### src/rtl/swc_pkg.sv
package swc_pkg;
  parameter int unsigned CNT_W = 8;
  typedef logic [CNT_W-1:0] cnt_t;

  // a zero main count would never terminate; run it as one
  function automatic cnt_t fix_n(cnt_t n);
    return (n == '0) ? cnt_t'(1) : n;
  endfunction

  // swallow count may not exceed the repaired main count
  function automatic cnt_t fix_a(cnt_t n, cnt_t a);
    cnt_t nn;
    nn = fix_n(n);
    return (a > nn) ? nn : a;
  endfunction
endpackage

### src/rtl/swc_rst_sync.sv
module swc_rst_sync #(
  parameter int STAGES = 2
) (
  input  logic clk,
  input  logic arst_n,
  output logic srst_n
);
  logic [STAGES-1:0] sync_q;

  always_ff @(posedge clk or negedge arst_n) begin
    if (!arst_n) sync_q <= '0;
    else         sync_q <= {sync_q[STAGES-2:0], 1'b1};
  end

  assign srst_n = sync_q[STAGES-1];
endmodule

### src/rtl/swc_shadow.sv
module swc_shadow
  import swc_pkg::*;
#(
  parameter int N_RST = 8,
  parameter int A_RST = 3
) (
  input  logic clk,
  input  logic rst_n,
  input  logic wr_en,
  input  cnt_t wr_n,
  input  cnt_t wr_a,
  output cnt_t sh_n,
  output cnt_t sh_a
);
  localparam cnt_t RST_N = fix_n(cnt_t'(N_RST));
  localparam cnt_t RST_A = fix_a(cnt_t'(N_RST), cnt_t'(A_RST));

  cnt_t n_d, a_d;

  always_comb begin
    n_d = sh_n;
    a_d = sh_a;
    if (wr_en) begin
      n_d = fix_n(wr_n);
      a_d = fix_a(wr_n, wr_a);
    end
  end

  always_ff @(posedge clk or negedge rst_n) begin
    if (!rst_n) begin
      sh_n <= RST_N;
      sh_a <= RST_A;
    end else begin
      sh_n <= n_d;
      sh_a <= a_d;
    end
  end
endmodule

### src/rtl/swc_counter.sv
module swc_counter
  import swc_pkg::*;
#(
  parameter int N_RST = 8,
  parameter int A_RST = 3
) (
  input  logic clk,
  input  logic rst_n,
  input  cnt_t ld_n,
  input  cnt_t ld_a,
  output logic mc,
  output logic fv
);
  localparam cnt_t RST_N  = fix_n(cnt_t'(N_RST));
  localparam cnt_t RST_A  = fix_a(cnt_t'(N_RST), cnt_t'(A_RST));
  localparam logic RST_MC = (RST_A == '0);
  localparam logic RST_FV = (RST_N == cnt_t'(1));

  cnt_t n_q, a_q, n_d, a_d;
  logic mc_q, fv_q, mc_d, fv_d;
  logic term;

  // n_q = count clocks left in the cycle, a_q = swallow counts left
  assign term = (n_q <= cnt_t'(1));

  always_comb begin
    if (term) begin
      n_d = ld_n;
      a_d = ld_a;
    end else begin
      n_d = n_q - cnt_t'(1);
      a_d = (a_q == '0) ? '0 : a_q - cnt_t'(1);
    end
    mc_d = (a_d == '0);
    fv_d = (n_d == cnt_t'(1));
  end

  always_ff @(posedge clk or negedge rst_n) begin
    if (!rst_n) begin
      n_q  <= RST_N;
      a_q  <= RST_A;
      mc_q <= RST_MC;
      fv_q <= RST_FV;
    end else begin
      n_q  <= n_d;
      a_q  <= a_d;
      mc_q <= mc_d;
      fv_q <= fv_d;
    end
  end

  assign mc = mc_q;
  assign fv = fv_q;
endmodule

### src/rtl/swallow_ctrl.sv
module swallow_ctrl
  import swc_pkg::*;
#(
  parameter int N_RST = 8,
  parameter int A_RST = 3
) (
  input  logic             clk,
  input  logic             rst_n,
  input  logic             cfg_we,
  input  logic [CNT_W-1:0] cfg_n,
  input  logic [CNT_W-1:0] cfg_a,
  output logic             mc,
  output logic             fv
);
  logic srst_n;
  cnt_t sh_n, sh_a;

  swc_rst_sync #(.STAGES(2)) u_rst (
    .clk    (clk),
    .arst_n (rst_n),
    .srst_n (srst_n)
  );

  swc_shadow #(.N_RST(N_RST), .A_RST(A_RST)) u_shadow (
    .clk   (clk),
    .rst_n (srst_n),
    .wr_en (cfg_we),
    .wr_n  (cfg_n),
    .wr_a  (cfg_a),
    .sh_n  (sh_n),
    .sh_a  (sh_a)
  );

  swc_counter #(.N_RST(N_RST), .A_RST(A_RST)) u_cnt (
    .clk   (clk),
    .rst_n (srst_n),
    .ld_n  (sh_n),
    .ld_a  (sh_a),
    .mc    (mc),
    .fv    (fv)
  );
endmodule

### config.mk
export PLATFORM = sky130hd
export DESIGN_NAME = swallow_ctrl
export DESIGN_NICKNAME = d
export VERILOG_FILES = /design/src/rtl/swc_pkg.sv /design/src/rtl/swc_rst_sync.sv /design/src/rtl/swc_shadow.sv /design/src/rtl/swc_counter.sv /design/src/rtl/swallow_ctrl.sv
export SDC_FILE = /design/constraint.sdc
export NUM_CORES = 1
export LEC_CHECK = 0
export ABC_CLOCK_PERIOD_IN_PS = 2750
export BUFFER_PORTS_ARGS = -buffer_cell sky130_fd_sc_hd__buf_2
export CAP_MARGIN = 40
export CORE_ASPECT_RATIO = 1.1
export CORE_MARGIN = 2
export CORE_UTILIZATION = 60
export DETAILED_ROUTE_END_ITERATION = 8
export GPL_ROUTABILITY_DRIVEN = 0
export PLACE_DENSITY = 0.91
export SYNTH_ARGS = -nofsm -noshare
export SYNTH_HDL_FRONTEND = slang
export SYNTH_SLANG_ARGS = --single-unit
### constraint.sdc
create_clock -name clk -period 2.75 [get_ports clk]
set_clock_uncertainty 0.1 [all_clocks]
set_input_delay 0.1375 -clock clk [delete_from_list [all_inputs] [get_ports clk]]
set_output_delay 0.1375 -clock clk [all_outputs]
set_load 0.01 [all_outputs]
==> impl_metrics.py, run 1 <==
metrics = {
    "outcome": {
        "outcome": "finished with violations",
        "violations": "negative setup slack",
    },
    "floorplanning": {
        "die_height_um": 64.6,
        "start_util": 0.611,
        "die_w_um": 59.1,
        "row_count": 22,
        "ios": 21,
        "coreArea_mm2": 0.00328,
        "dieArea_mm2": 0.00381,
    },
    "setup_path": {
        "ff2ff_path_depth": 5,
        "start_kind": "primary input",
        "r2r_end": "u_cnt.mc",
        "crit_path_end_kind": "flop",
        "worst_ep_arrival_time_ns": 3.02,
        "worstPathCellList": "dlygate4sd3_1, buf_2, a41oi_1, inv_1, ha_1, nand4_1, o31a_1, nand3_1, a31oi_1, dlygate4sd3_1",
        "crit_type": "primary input to flop",
        "critical_path.most_common_cell": "dlygate4sd3_1",
        "required_ns": 2.94,
        "regToRegSetupSlack_ns": 0.20,
        "critical_path.startpoint": "cfg_n[0]",
        "critical_path_peak_fanout": 5,
        "critPathSlowestCell": "dlygate4sd3_1",
        "reg2reg_from": "u_cnt.n_q[2]",
        "slowest_delay_ns": 0.58,
        "crit_end": "u_shadow.sh_a[1]",
    },
    "logic_synthesis": {
        "synth_area_per_cell_um2": 9.62,
        "synth_top_area_cell": "dfrtp_1",
        "synth.most_common_cell": "dfrtp_1",
        "syn-num-nets": 239,
        "synth_commonest_cells": "dfrtp_1 (30), o21ai_0 (18), inv_1 (17)",
        "async_reset_ff_frac": 1.00,
        "ys_seq_area_frac": 0.454,
        "syn-cell-area_mm2": 0.00200,
        "synth-warning-count": 0,
        "syn_inst": 208,
        "synth-main-ff-cell": "dfrtp_1",
        "synth_cell_type_count": 46,
        "synth_area_leaders": "dfrtp_1 (38%), dfstp_2 (7.9%), ha_1 (7.5%)",
        "netlist.area_leader.share": 0.375,
        "synth_enable_flop_cells": 0,
        "synth_seq_cells": 36,
    },
    "final_layout": {
        "drive_gt1_frac": 0.213,
        "area_growth_pct": 21.8,
        "fin_nets": 283,
        "design_area_mm2": 0.00244,
        "antennaDiodeCount": 0,
    },
    "power": {
        "power.leakage_nw": 1.06,
        "ir_worst_vdd_v": 0.000397,
        "p_per_area_mw_per_mm2": 756,
        "total_power_mw": 1.84,
    },
    "cts": {
        "clk_latency_ns": 0.37,
        "htreeDepth": 2,
        "clk_pin_slew_ns": 0.11,
        "clock_sinks": 36,
        "cts_tree": "yes",
        "cts_root_buf": "clkbuf_4",
        "cts_buffers": 5,
        "clockBufferDepth": 2,
    },
    "timing": {
        "hold_viol_final": 0,
        "fmax_mhz": 354,
        "setup_ws_ns": -0.0771,
        "finalSetupViolCount": 2,
        "fin_crit_sh": 1.03,
        "fin_crit_ns": 2.83,
        "drv_slew": 0,
    },
    "min_path": {
        "min_path_type": "primary input to flop",
    },
    "detailed_routing": {
        "wl_per_cell_um": 21.0,
        "viasPerCell": 6.61,
        "drt-total-wl_mm": 6.07,
        "antenna_left": 0,
        "dr_total_vias": 1909,
        "dr.pass1.iters": 5,
        "drc": 0,
        "initialDrtViolationCount": 137,
    },
    "global_routing": {
        "grt_max_degree": 35,
        "gr-total-overflow": 0,
        "grt_pass1_wl_mm": 9.33,
        "antenna_found_initial": 0,
        "use_met2": 0.582,
        "first_global_vias": 1880,
        "busiest_layer": "met2",
        "track_usage": 0.341,
        "grt_util_met1": 0.394,
        "gr-usage-met3": 0.0739,
    },
    "run": {
        "drv_cap": 0,
    },
    "place": {
        "numPortBuffers": 20,
        "place_area_mm2": 0.00213,
        "hpwl_mm": 3.16,
    },
}
## cells by family after synthesis
logic type / count (synthesis) / synth area share
other: 1 / 0.00187
and+or+nand+nor: 66 / 0.183
AOI/OAI and AO/OA: 51 / 0.154
buffers and inverters: 25 / 0.0488
adders and majority gates: 12 / 0.0750
xor gates and xnor gates: 9 / 0.0394
DFF: 36 / 0.454
muxes: 8 / 0.0444
## flip-flops by register name (all words and copies together), names as in the netlist
signal         flops
u_cnt.a_q          8
u_cnt.n_q          8
u_shadow.sh_a      8
u_shadow.sh_n      8
u_rst.sync_q       2
u_cnt.fv           1
u_cnt.mc           1
## worst min path at each step
stage,startpoint,endpoint,slack (ns),depth (start not counted)
3_5_place_dp,rst_n,u_rst.sync_q[0],-0.18,1
5_1_grt,cfg_we,u_shadow.sh_a[0],0.15,3
6_report,cfg_we,u_shadow.sh_a[0],0.14,3
4_1_cts,cfg_we,u_shadow.sh_a[6],0.13,2
3_3_place_gp,rst_n,u_rst.sync_q[1],-0.18,1
2_1_floorplan,rst_n,u_rst.sync_q[0],-0.26,0
## critical path: cells and delay by family
| kind | cells | cell delay, ns |
|---|---|---|
| adders and majority gates | 1 | 0.29 |
| buffers and inverters | 4 | 1.38 |
| and+or+nand+nor | 2 | 0.35 |
| AOI/OAI and AO/OA | 3 | 0.85 |
## routing by layer
layer	routed length, µm	part of all wire
met5	0	0
met4	379	0.062
met3	441	0.073
met2	3000	0.49
met1	2250	0.37
## power breakdown
| part | leakage [nW] | internal (mW) | switching, mW |
|---|---|---|---|
| combinational | 0.613 | 0.302 | 0.382 |
| clock | 0.0274 | 0.101 | 0.202 |
| sequential | 0.417 | 0.699 | 0.158 |
## stage by stage
step	cells	utilization	hold WS (ns)	setup slack, ns	TNS, ns
6_report	289	0.744	0.143	-0.0771	-0.0772
5_1_grt	289	0.744	0.148	-0.0807	-0.0807
4_1_cts	287	0.731	0.134	0.0141	0
3_5_place_dp	259	0.652	-0.176	0.287	0
3_3_place_gp	259	0.652	-0.178	0.391	0
2_1_floorplan	208	-	-0.258	0.592	0
## cell type report
type	instances	area [µm²]
Timing Repair Buffer	45	338
Sequential cell	36	908
Fill cell	212	838
Clock buffer	5	37.5
Inverter	17	63.8
Tap cell	36	45.0
Clock inverter	3	23.8
Multi-Input combinational cell	147	1020
## cells in the final DEF, fill, tap and decap left out, types with 2 or more instances in the layout
cell,synthesis,routed
o21ai_1,2,4
dfstp_2,6,6
nor2b_1,2,2
nor4_2,1,2
ha_1,12,12
nand2_1,10,10
o31ai_1,4,3
buf_4,0,5
a21oi_1,7,7
nor3_1,3,3
mux2_2,7,7
nor4_1,8,7
o22ai_1,2,2
xor2_1,4,4
xnor2_1,5,5
inv_1,17,17
a31oi_1,9,9
nand3b_1,2,2
buf_2,3,20
dlygate4sd3_1,0,20
o21ai_0,18,16
dfrtp_1,30,30
clkbuf_4,0,5
nand3_1,8,8
nor2_1,16,15
clkinvlp_4,0,2
nor3b_1,2,2
or4_1,4,3
## what timing repair did
action / in CTS / in global routing
gates resized for setup: 0 / 7
endpoints found under the hold margin: 18 / 0
setup buffers: 0 / 2
hold buffers: 20 / 0
endpoints found under the setup margin: 0 / 2
Note: power is estimated with default switching activity, not from simulation.
==> inputs of run 2 (changes only) <==
--- a/config.mk
+++ b/config.mk
@@ -14,6 +14,7 @@
 export DETAILED_ROUTE_END_ITERATION = 8
 export GPL_ROUTABILITY_DRIVEN = 0
 export PLACE_DENSITY = 0.91
+export SETUP_SLACK_MARGIN = 0.3
 export SYNTH_ARGS = -nofsm -noshare
 export SYNTH_HDL_FRONTEND = slang
 export SYNTH_SLANG_ARGS = --single-unit
==> impl_metrics.py, run 2 (same netlist as run 1, synthesis figures left out) <==
metrics = {
    "setup_path": {
        "reg2reg_from": "u_cnt.a_q[4]",
        "crit_path_end_kind": "flop",
        "critical_path_peak_fanout": 4,
        "required_ns": 2.90,
        "ff2ff_path_depth": 5,
        "start_kind": "flop",
        "worst_ep_arrival_time_ns": 2.54,
        "r2r_end": "u_cnt.mc",
        "regToRegSetupSlack_ns": 0.36,
        "crit_type": "flop to flop",
    },
    "detailed_routing": {
        "antenna_left": 0,
        "drc": 0,
        "viasPerCell": 6.56,
        "wl_per_cell_um": 20.3,
        "dr_total_vias": 1895,
        "initialDrtViolationCount": 133,
        "drt-total-wl_mm": 5.86,
        "dr.pass1.iters": 5,
    },
    "timing": {
        "setup_ws_ns": 0.361,
        "fin_crit_sh": 0.869,
        "fin_crit_ns": 2.39,
        "tns_ns": 0,
        "drv_slew": 0,
        "fin_hold_ws_ns": 0.122,
        "rsz0062_at_grt": "no",
        "fmax_mhz": 419,
        "finalSetupViolCount": 0,
        "hold_viol_final": 0,
    },
    "final_layout": {
        "final_cell_mix": "dfrtp_1 (28), buf_2 (20), o21ai_0 (18), dlygate4sd3_1 (18)",
        "area_growth_pct": 22.8,
        "antennaDiodeCount": 0,
        "drive_gt1_frac": 0.245,
        "layout_commonest_cell": "dfrtp_1",
        "fillCellCount": 204,
        "fin_nets": 283,
    },
    "power": {
        "clockPowerShare": 0.164,
        "power.leakage_nw": 1.06,
        "total_power_mw": 1.83,
        "power_frac_seq": 0.472,
        "power.switching_mw": 0.723,
        "ir_worst_vdd_v": 0.000463,
        "p_comb_frac": 0.364,
        "p_per_area_mw_per_mm2": 743,
        "p_sw_frac": 0.396,
        "p_int_mw": 1.10,
    },
    "global_routing": {
        "grt_max_degree": 35,
        "antenna_found_initial": 0,
        "grt_pass1_wl_mm": 9.07,
        "gr-total-overflow": 0,
        "first_global_vias": 1906,
        "track_usage": 0.328,
    },
    "cts": {
        "cts_root_buf": "clkbuf_4",
        "cts_tree": "yes",
        "clockBufferDepth": 2,
        "clk_latency_ns": 0.37,
        "clk_pin_slew_ns": 0.12,
        "clock_sinks": 36,
        "cts_buffers": 5,
        "htreeDepth": 2,
    },
    "place": {
        "hpwl_mm": 3.16,
        "post-place-ws_ns": 0.287,
        "numPortBuffers": 20,
    },
    "floorplanning": {
        "coreArea_mm2": 0.00328,
        "die_w_um": 59.1,
        "row_count": 22,
        "die_height_um": 64.6,
        "ios": 21,
        "dieArea_mm2": 0.00381,
        "start_util": 0.611,
    },
    "run": {
        "drv_cap": 0,
    },
    "outcome": {
        "outcome": "complete, no violations",
    },
    "min_path": {
        "hp-start": "cfg_we",
        "holdPathEnd": "u_shadow.sh_a[1]",
        "min_path_type": "primary input to flop",
        "hold_depth": 3,
    },
}
[run 2: metrics by stage]
step / area [µm²] / util / cells
6_report: 2460 / 0.750 / 289
5_1_grt: 2460 / 0.750 / 289
4_1_cts: 2380 / 0.727 / 285
3_5_place_dp: 2130 / 0.652 / 259
3_3_place_gp: 2130 / 0.652 / 259
2_1_floorplan: 2000 / - / 208
[run 2: layout make-up]
type                       instances  area (µm²)  share of cell area
timing repair buffer              45         333               0.135
tap                               36        45.0              0.0183
inverter                          17        63.8              0.0260
clock inverter                     3        23.8             0.00967
sequential                        36         911               0.371
multi-input combinational        147        1040               0.425
clock buffer                       5        37.5              0.0153
[run 2: worst max-delay path by stage]
stage / from / to / depth (start not counted)
after CTS: cfg_n[7] / u_shadow.sh_a[3] / 11
after detailed placement: u_cnt.n_q[0] / u_cnt.mc / 7
final: u_cnt.a_q[4] / u_cnt.mc / 5
after floorplan: u_cnt.n_q[0] / u_cnt.mc / 8
after global routing: cfg_n[6] / u_shadow.sh_a[7] / 9
after global placement: u_cnt.n_q[2] / u_cnt.mc / 5
[run 2: metal layers]
layer  track usage  wire, µm  up-vias
met1         0.373      2230      889
met3        0.0758       382       38
met4         0.190       334        0
li1              -         -      840
met5             0         0        -
met2         0.553      2910      128
[run 2: critical path, cell delays in order, from the launching register on]
cell and delay (ns):
dfrtp_1 0.42, or4_1 0.60, or3b_4 0.43, a31o_1 0.23, or2_1 0.23, nor4_2 0.27
[run 2: power groups by stage]
stage                     Sequential [mW]  Combinational [mW]  Clock, mW
after floorplan                     0.824               0.467          0
after global placement              0.848               0.570          0
after detailed placement            0.858               0.592          0
after CTS                           0.849               0.626      0.299
after global routing                0.884               0.752      0.324
final                               0.862               0.666      0.299
[run 2: timing repair]
action | in CTS | in global routing
pin swaps | 0 | 5
endpoints found under the setup margin | 1 | 10
hold buffers | 18 | 0
setup buffers | 0 | 4
endpoints found under the hold margin | 18 | 0
gates resized for setup | 2 | 10
